[src/rtl/hpbr_pkg.sv]
package hpbr_pkg;
  localparam int DATA_W = 16;
  localparam int NSRC   = 10;

  localparam logic [1:0] OFS_BKPT  = 2'd0;
  localparam logic [1:0] OFS_ROUTE = 2'd1;
  localparam logic [1:0] OFS_STAT  = 2'd2;

  localparam logic [DATA_W-1:0] ROUTE_RST   = 16'h1400;
  localparam logic [DATA_W-1:0] ROUTE_WMASK = 16'hFFCF;

  typedef enum int {
    S_RESET1 = 0, S_DONE1 = 1, S_DONE2 = 2, S_RESUME1 = 3, S_RESUME2 = 4,
    S_RESET2 = 5, S_SOF1 = 6, S_SOF2 = 7, S_ID = 8, S_VBUS = 9
  } src_e;

  // steering-word position of each source's host bit
  function automatic int host_pos(input int s);
    case (s)
      S_RESET1:  host_pos = 1;
      S_DONE1:   host_pos = 2;
      S_DONE2:   host_pos = 3;
      S_RESUME1: host_pos = 6;
      S_RESUME2: host_pos = 7;
      S_RESET2:  host_pos = 9;
      S_SOF1:    host_pos = 11;
      S_SOF2:    host_pos = 13;
      S_ID:      host_pos = 14;
      default:   host_pos = 15;
    endcase
  endfunction

  function automatic bit has_cpu_bit(input int s);
    has_cpu_bit = (s == S_SOF1) || (s == S_SOF2);
  endfunction

  // position of the separate CPU bit (valid only where has_cpu_bit)
  function automatic int cpu_pos(input int s);
    cpu_pos = host_pos(s) - 1;
  endfunction

  function automatic logic bp_hit(input logic [DATA_W-1:0] bp,
                                  input logic [DATA_W-1:0] pc);
    bp_hit = (bp != '0) && (bp == pc);
  endfunction
endpackage

[src/rtl/hpbr_bkpt_unit.sv]
module hpbr_bkpt_unit
  import hpbr_pkg::*;
(
  input  logic              clk,
  input  logic              rst_n,
  input  logic              wr_en,
  input  logic [DATA_W-1:0] wdata,
  input  logic              cpu_wr_hit,
  input  logic [DATA_W-1:0] cpu_wdata,
  input  logic [DATA_W-1:0] pc,
  output logic [DATA_W-1:0] bp_addr,
  output logic              match,
  output logic              clr_evt,
  output logic              irq
);
  logic [DATA_W-1:0] bp_q;
  logic              pend_q;

  assign match   = bp_hit(bp_q, pc);
  assign clr_evt = wr_en && (wdata == '0);

  always_ff @(posedge clk or negedge rst_n) begin
    if (!rst_n) begin
      bp_q <= '0;
    end else if (wr_en) begin
      bp_q <= wdata;
    end
  end

  always_ff @(posedge clk or negedge rst_n) begin
    if (!rst_n) begin
      pend_q <= 1'b0;
    end else if (clr_evt) begin
      pend_q <= 1'b0;
    end else if (match) begin
      pend_q <= 1'b1;
    end
  end

  assign bp_addr = bp_q;
  assign irq     = pend_q;

  AST_BKPT_SET: assert property (@(posedge clk) disable iff (!rst_n)
    match && !clr_evt |=> irq);
  AST_BKPT_STICKY: assert property (@(posedge clk) disable iff (!rst_n)
    irq && !clr_evt |=> irq);
  AST_BKPT_CLEAR: assert property (@(posedge clk) disable iff (!rst_n)
    clr_evt |=> !irq && (bp_addr == '0));
  AST_BKPT_NZ_KEEP: assert property (@(posedge clk) disable iff (!rst_n)
    wr_en && (wdata != '0) && irq |=> irq);
  AST_BKPT_CPU_WR: assert property (@(posedge clk) disable iff (!rst_n)
    cpu_wr_hit && !wr_en && (cpu_wdata != bp_addr) |=> $stable(bp_addr));
endmodule

[src/rtl/hpbr_route_unit.sv]
module hpbr_route_unit
  import hpbr_pkg::*;
(
  input  logic              clk,
  input  logic              rst_n,
  input  logic              wr_en,
  input  logic [DATA_W-1:0] wdata,
  input  logic              cpu_wr_hit,
  input  logic [NSRC-1:0]   src,
  output logic [DATA_W-1:0] route,
  output logic [DATA_W-1:0] status,
  output logic [NSRC-1:0]   to_cpu,
  output logic              to_host
);
  logic [DATA_W-1:0] route_q;

  always_ff @(posedge clk or negedge rst_n) begin
    if (!rst_n) begin
      route_q <= ROUTE_RST;
    end else if (wr_en) begin
      route_q <= wdata & ROUTE_WMASK;
    end
  end

  assign route = route_q;

  always_comb begin
    status = '0;
    for (int s = 0; s < NSRC; s++) begin
      status[host_pos(s)] = src[s] & route_q[host_pos(s)];
    end
  end

  genvar g;
  generate
    for (g = 0; g < NSRC; g++) begin : g_src
      localparam int HP = host_pos(g);
      if (has_cpu_bit(g)) begin : g_pair
        localparam int CP = cpu_pos(g);
        assign to_cpu[g] = src[g] & route_q[CP];
        AST_PAIR_CPU_GATE: assert property (@(posedge clk) disable iff (!rst_n)
          to_cpu[g] |-> route[CP]);
      end else begin : g_single
        assign to_cpu[g] = src[g] & ~route_q[HP];
        AST_SINGLE_EXCL: assert property (@(posedge clk) disable iff (!rst_n)
          !(to_cpu[g] && status[HP]));
      end
    end
  endgenerate

  assign to_host = |status;

  AST_RSVD_ZERO: assert property (@(posedge clk) disable iff (!rst_n)
    route[5:4] == 2'b00);
  AST_ROUTE_CPU_WR: assert property (@(posedge clk) disable iff (!rst_n)
    cpu_wr_hit && !wr_en |=> $stable(route));
endmodule

[src/rtl/hpbr_read_port.sv]
module hpbr_read_port
  import hpbr_pkg::*;
#(
  parameter bit SHOW_STATUS = 1'b1
) (
  input  logic [1:0]        addr,
  input  logic [DATA_W-1:0] bp_addr,
  input  logic [DATA_W-1:0] route,
  input  logic [DATA_W-1:0] status,
  output logic [DATA_W-1:0] rdata
);
  logic [DATA_W-1:0] stat_view;

  generate
    if (SHOW_STATUS) begin : g_stat
      assign stat_view = status;
    end else begin : g_nostat
      assign stat_view = '0;
    end
  endgenerate

  always_comb begin
    case (addr)
      OFS_BKPT:  rdata = bp_addr;
      OFS_ROUTE: rdata = route;
      OFS_STAT:  rdata = stat_view;
      default:   rdata = '0;
    endcase
  end
endmodule

[src/rtl/hpbr_top.sv]
module hpbr_top
  import hpbr_pkg::*;
(
  input  logic              clk,
  input  logic              rst_n,
  input  logic [1:0]        host_addr,
  input  logic              host_wr,
  input  logic [DATA_W-1:0] host_wdata,
  output logic [DATA_W-1:0] host_rdata,
  input  logic [1:0]        cpu_addr,
  input  logic              cpu_wr,
  input  logic [DATA_W-1:0] cpu_wdata,
  output logic [DATA_W-1:0] cpu_rdata,
  input  logic [DATA_W-1:0] cpu_pc,
  input  logic [NSRC-1:0]   src_irq,
  output logic [NSRC-1:0]   cpu_irq,
  output logic              host_irq,
  output logic              bkpt_irq
);
  logic              host_wr_bp, host_wr_rt;
  logic              cpu_wr_bp, cpu_wr_rt;
  logic [DATA_W-1:0] bp_addr, route, status;
  logic              bp_match, bp_clr;

  assign host_wr_bp = host_wr && (host_addr == OFS_BKPT);
  assign host_wr_rt = host_wr && (host_addr == OFS_ROUTE);
  assign cpu_wr_bp  = cpu_wr && (cpu_addr == OFS_BKPT);
  assign cpu_wr_rt  = cpu_wr && (cpu_addr == OFS_ROUTE);

  hpbr_bkpt_unit u_bkpt (
    .clk        (clk),
    .rst_n      (rst_n),
    .wr_en      (host_wr_bp),
    .wdata      (host_wdata),
    .cpu_wr_hit (cpu_wr_bp),
    .cpu_wdata  (cpu_wdata),
    .pc         (cpu_pc),
    .bp_addr    (bp_addr),
    .match      (bp_match),
    .clr_evt    (bp_clr),
    .irq        (bkpt_irq)
  );

  hpbr_route_unit u_route (
    .clk        (clk),
    .rst_n      (rst_n),
    .wr_en      (host_wr_rt),
    .wdata      (host_wdata),
    .cpu_wr_hit (cpu_wr_rt),
    .src        (src_irq),
    .route      (route),
    .status     (status),
    .to_cpu     (cpu_irq),
    .to_host    (host_irq)
  );

  hpbr_read_port #(.SHOW_STATUS(1'b1)) u_host_rd (
    .addr    (host_addr),
    .bp_addr (bp_addr),
    .route   (route),
    .status  (status),
    .rdata   (host_rdata)
  );

  hpbr_read_port #(.SHOW_STATUS(1'b0)) u_cpu_rd (
    .addr    (cpu_addr),
    .bp_addr (bp_addr),
    .route   (route),
    .status  (status),
    .rdata   (cpu_rdata)
  );

  AST_HOST_LINE: assert property (@(posedge clk) disable iff (!rst_n)
    host_irq == (status != '0));
  AST_MATCH_PC: assert property (@(posedge clk) disable iff (!rst_n)
    bp_match |-> (cpu_pc == bp_addr) && (cpu_pc != '0));
  AST_CLR_ONLY_HOST: assert property (@(posedge clk) disable iff (!rst_n)
    bp_clr |-> host_wr);
endmodule

[config.mk]
export PLATFORM = sky130hd
export DESIGN_NAME = hpbr_top
export DESIGN_NICKNAME = d
export VERILOG_FILES = /design/src/rtl/hpbr_pkg.sv /design/src/rtl/hpbr_bkpt_unit.sv /design/src/rtl/hpbr_route_unit.sv /design/src/rtl/hpbr_read_port.sv /design/src/rtl/hpbr_top.sv
export SDC_FILE = /design/constraint.sdc
export NUM_CORES = 1
export LEC_CHECK = 0
export ABC_AREA = 0
export BUFFER_PORTS_ARGS = -buffer_cell sky130_fd_sc_hd__clkbuf_2
export CAP_MARGIN = 20
export CORE_MARGIN = 2
export CORE_UTILIZATION = 46
export CTS_CLUSTER_DIAMETER = 50
export DETAILED_ROUTE_END_ITERATION = 8
export GPL_TIMING_DRIVEN = 0
export PLACE_DENSITY = 0.91
export SYNTH_ARGS = -nofsm -noshare
export SYNTH_HDL_FRONTEND = slang
export SYNTH_SLANG_ARGS = --single-unit
[constraint.sdc]
create_clock -name clk -period 1.73 [get_ports clk]
set_input_delay 0.2595 -clock clk [delete_from_list [all_inputs] [get_ports clk]]
set_output_delay 0.2595 -clock clk [all_outputs]
set_load 0.05 [all_outputs]
==> impl_metrics.ini <==
[sta]
max_slew_margin_pct = 45.93
tightest_slew_ns = 0.8110
finClkSkew_ns = 0.003451
final_hold_viol_count = 0
setup_slack_ns = -0.04983
finalSetupViolCount = 1
max_freq_mhz = 561.9
fin_setup_tns_ns = -0.04983
period_share_pct = 102.9
rsz0062_at_grt = true
fin_crit_ns = 1.780
maxSlewViolCount = 0

[finish]
final_util_pct = 63.50
antenna-diode-count = 0
synthToLayoutAreaGrowth_pct = 31.58
seq_area_um2 = 779.5
layout_common_cells = 87 x clkbuf_2, 28 x dfrtp_1, 21 x mux2_2
design_area_um2 = 2784
multi_input_area_um2 = 1265
final_common_cell = clkbuf_2
finalNonFillerCells = 355
fillers = 346
drive_above_1_share_pct = 48.18
final_nets = 368

[place]
dp.cells = 345
gp_congestion = 0.8224
io_buffers = 89
hpwl_um = 4906
placedInstanceArea_um2 = 2626

[pwr]
power_density_nw_per_um2 = 1068
ir_drop_v = 0.0006019
p_leak_nw = 1.361
power.total_mw = 2.972

[synthesis]
async_reset_ff_share_pct = 100.0
synthFlopType = dfrtp_1
synthTopCellsByArea = dfrtp_1 34%, mux2_2 11%, mux2i_1 8.5%
syn_area_per_cell_um2 = 10.37
ys_ff_latch = 31
ys_seq_area_share_pct = 36.78
yosys.area.top_type_share_pct = 34.30
synthCells = 204
synth_edf_count = 0
syn-num-nets = 270
synthDistinctLibCells = 31
yosys_warnings = 0
netlist_area_um2 = 2116
yosysTopAreaCell = dfrtp_1

[die]
boundaryPins = 110
die_w_um = 71.82
dieArea_um2 = 5158
fp.dieH_um = 71.82
placementRows = 24
core_um2 = 4384
start_util_pct = 48.26

[setup_path]
critPathMaxStageDelay_ns = 0.38
critPathSlowestCell = dfrtp_1
cp.arrival_ns = 1.52
crit_fanout = 2
cp_cell_sequence = a22o_1 > a221oi_4 > nand4_1 > clkbuf_8
startpoint_type = flip-flop
critical_path_class = reg2out
required_ns = 1.47
critPathCaptureType = output pin

[detailed_routing]
vias = 2047
wl_per_cell_um = 18.34
drc = 0
first_pass_iters = 4
finalWirelength_um = 6512
first_iter_violations = 93
vias_per_cell = 5.766
final_antenna_net_count = 0

[clock_tree]
clkTransAtPathRegs_ns = 0.07
cts_buffer_depth = 2
cts_tree = done
h-tree-depth = 2
clock-root-buffer = clkbuf_8
cts_inserted_buffers = 5
clock_latency_ns = 0.29
clock-sinks = 31

[outcome]
status = finished with violations
violations = setup timing

[hold_path]
min_path_type = in2async

[global_routing]
grt_usage_pct = 25.93
grt_start_max_net_pins = 32
grt_pass1_wl_um = 10090
grt_pass1_vias = 2060
antenna_found_initial = 0
grt_overflow_total = 0

[job]
cap_violations = 0
where the power goes:
part / total, mW / internal, mW / switching (mW)
registers: 1.08 / 0.866 / 0.211
clock network: 0.637 / 0.363 / 0.274
logic: 1.26 / 0.465 / 0.794
cell usage after synthesis (2+ instances only):
library cell  number
dfrtp_1           29
mux2_2            21
mux2i_1           18
nor2_1            18
nor2b_1           17
nor4_1            10
mux2_4             9
nand2_1            9
a31oi_1            8
o21ai_0            8
xnor2_1            8
xor2_1             8
buf_2              5
and2_1             4
nand4_1            4
a22o_1             3
a22oi_1            3
buf_6              3
clkbuf_1           3
a21o_1             2
dfstp_2            2
nand3_1            2
nor3b_1            2
worst max-delay path, delay by kind of cell (launching register included):
family / cells / cell delay, ns
flops: 1 / 0.38
buf+inv: 1 / 0.20
simple gates: 1 / 0.13
compound gates: 2 / 0.51
layout make-up:
class	count	area share (%)
multi-input cells	161	45.44
plain buffers	12	3.506
clock buffers	8	3.596
well taps	52	2.337
flip-flops and latches	31	28.00
repair buffers	91	17.12
worst paths after layout:
path | start | end | slack (ns) | cells past startpoint
max | u_route.route[7]$_DFFE_PN0P_ | host_irq | -0.05 | 4
min | rst_n | u_route.route[0]$_DFFE_PN0P_ | 0.05 | 1
max reg2reg | u_bkpt.bp_addr[10]$_DFFE_PN0P_ | u_bkpt.irq$_DFFE_PN0P_ | 0.16 | 5
min reg2reg | u_bkpt.irq$_DFFE_PN0P_ | u_bkpt.irq$_DFFE_PN0P_ | 0.52 | 1
max in group asynchronous | rst_n | u_bkpt.bp_addr[6]$_DFFE_PN0P_ | 1.12 | 1
min in group clk | host_wdata[5] | u_bkpt.bp_addr[5]$_DFFE_PN0P_ | 0.23 | 2
through the flow:
stage	hold WS, ns	worst slack (ns)
floorplan	-0.03609	-0.3330
global placement	0.3476	-0.01524
detailed placement	0.3682	-0.04922
CTS	0.06519	-0.08147
global route	0.1065	-0.1201
finish	0.05295	-0.04983
cells by family (layout without fill, tap and decap cells):
| kind of cell | count (synthesis) | count (layout) | share of synthesized area (%) |
|---|---|---|---|
| compound gates | 26 | 26 | 8.102 |
| mux | 48 | 48 | 26.08 |
| simple gates | 71 | 71 | 18.15 |
| flops | 31 | 31 | 36.78 |
| xor+xnor | 16 | 16 | 6.624 |
| buf+inv | 12 | 111 | 4.258 |
timing repair:
item                       CTS  global route
resized for setup            6             9
hold buffers                 0             0
pin swaps                    2             0
setup buffers                2             0
hold endpoints to repair     0             0
setup endpoints to repair    6             7
metal layers:
metal / vias to the layer above / share of wire [%] / global-route usage (%)
li1: 926 / - / -
met1: 984 / 41 / 33.48
met2: 126 / 49 / 43.00
met3: 11 / 8.7 / 6.610
met4: 0 / 1.3 / 7.757
met5: - / 0 / 0
state kept, by name, indices dropped and copies added (netlist names):
signal / flops
u_route.route: 14
u_bkpt.irq: 1
u_bkpt.bp_addr: 16
No activity file was read; power rests on OpenSTA's default activity.
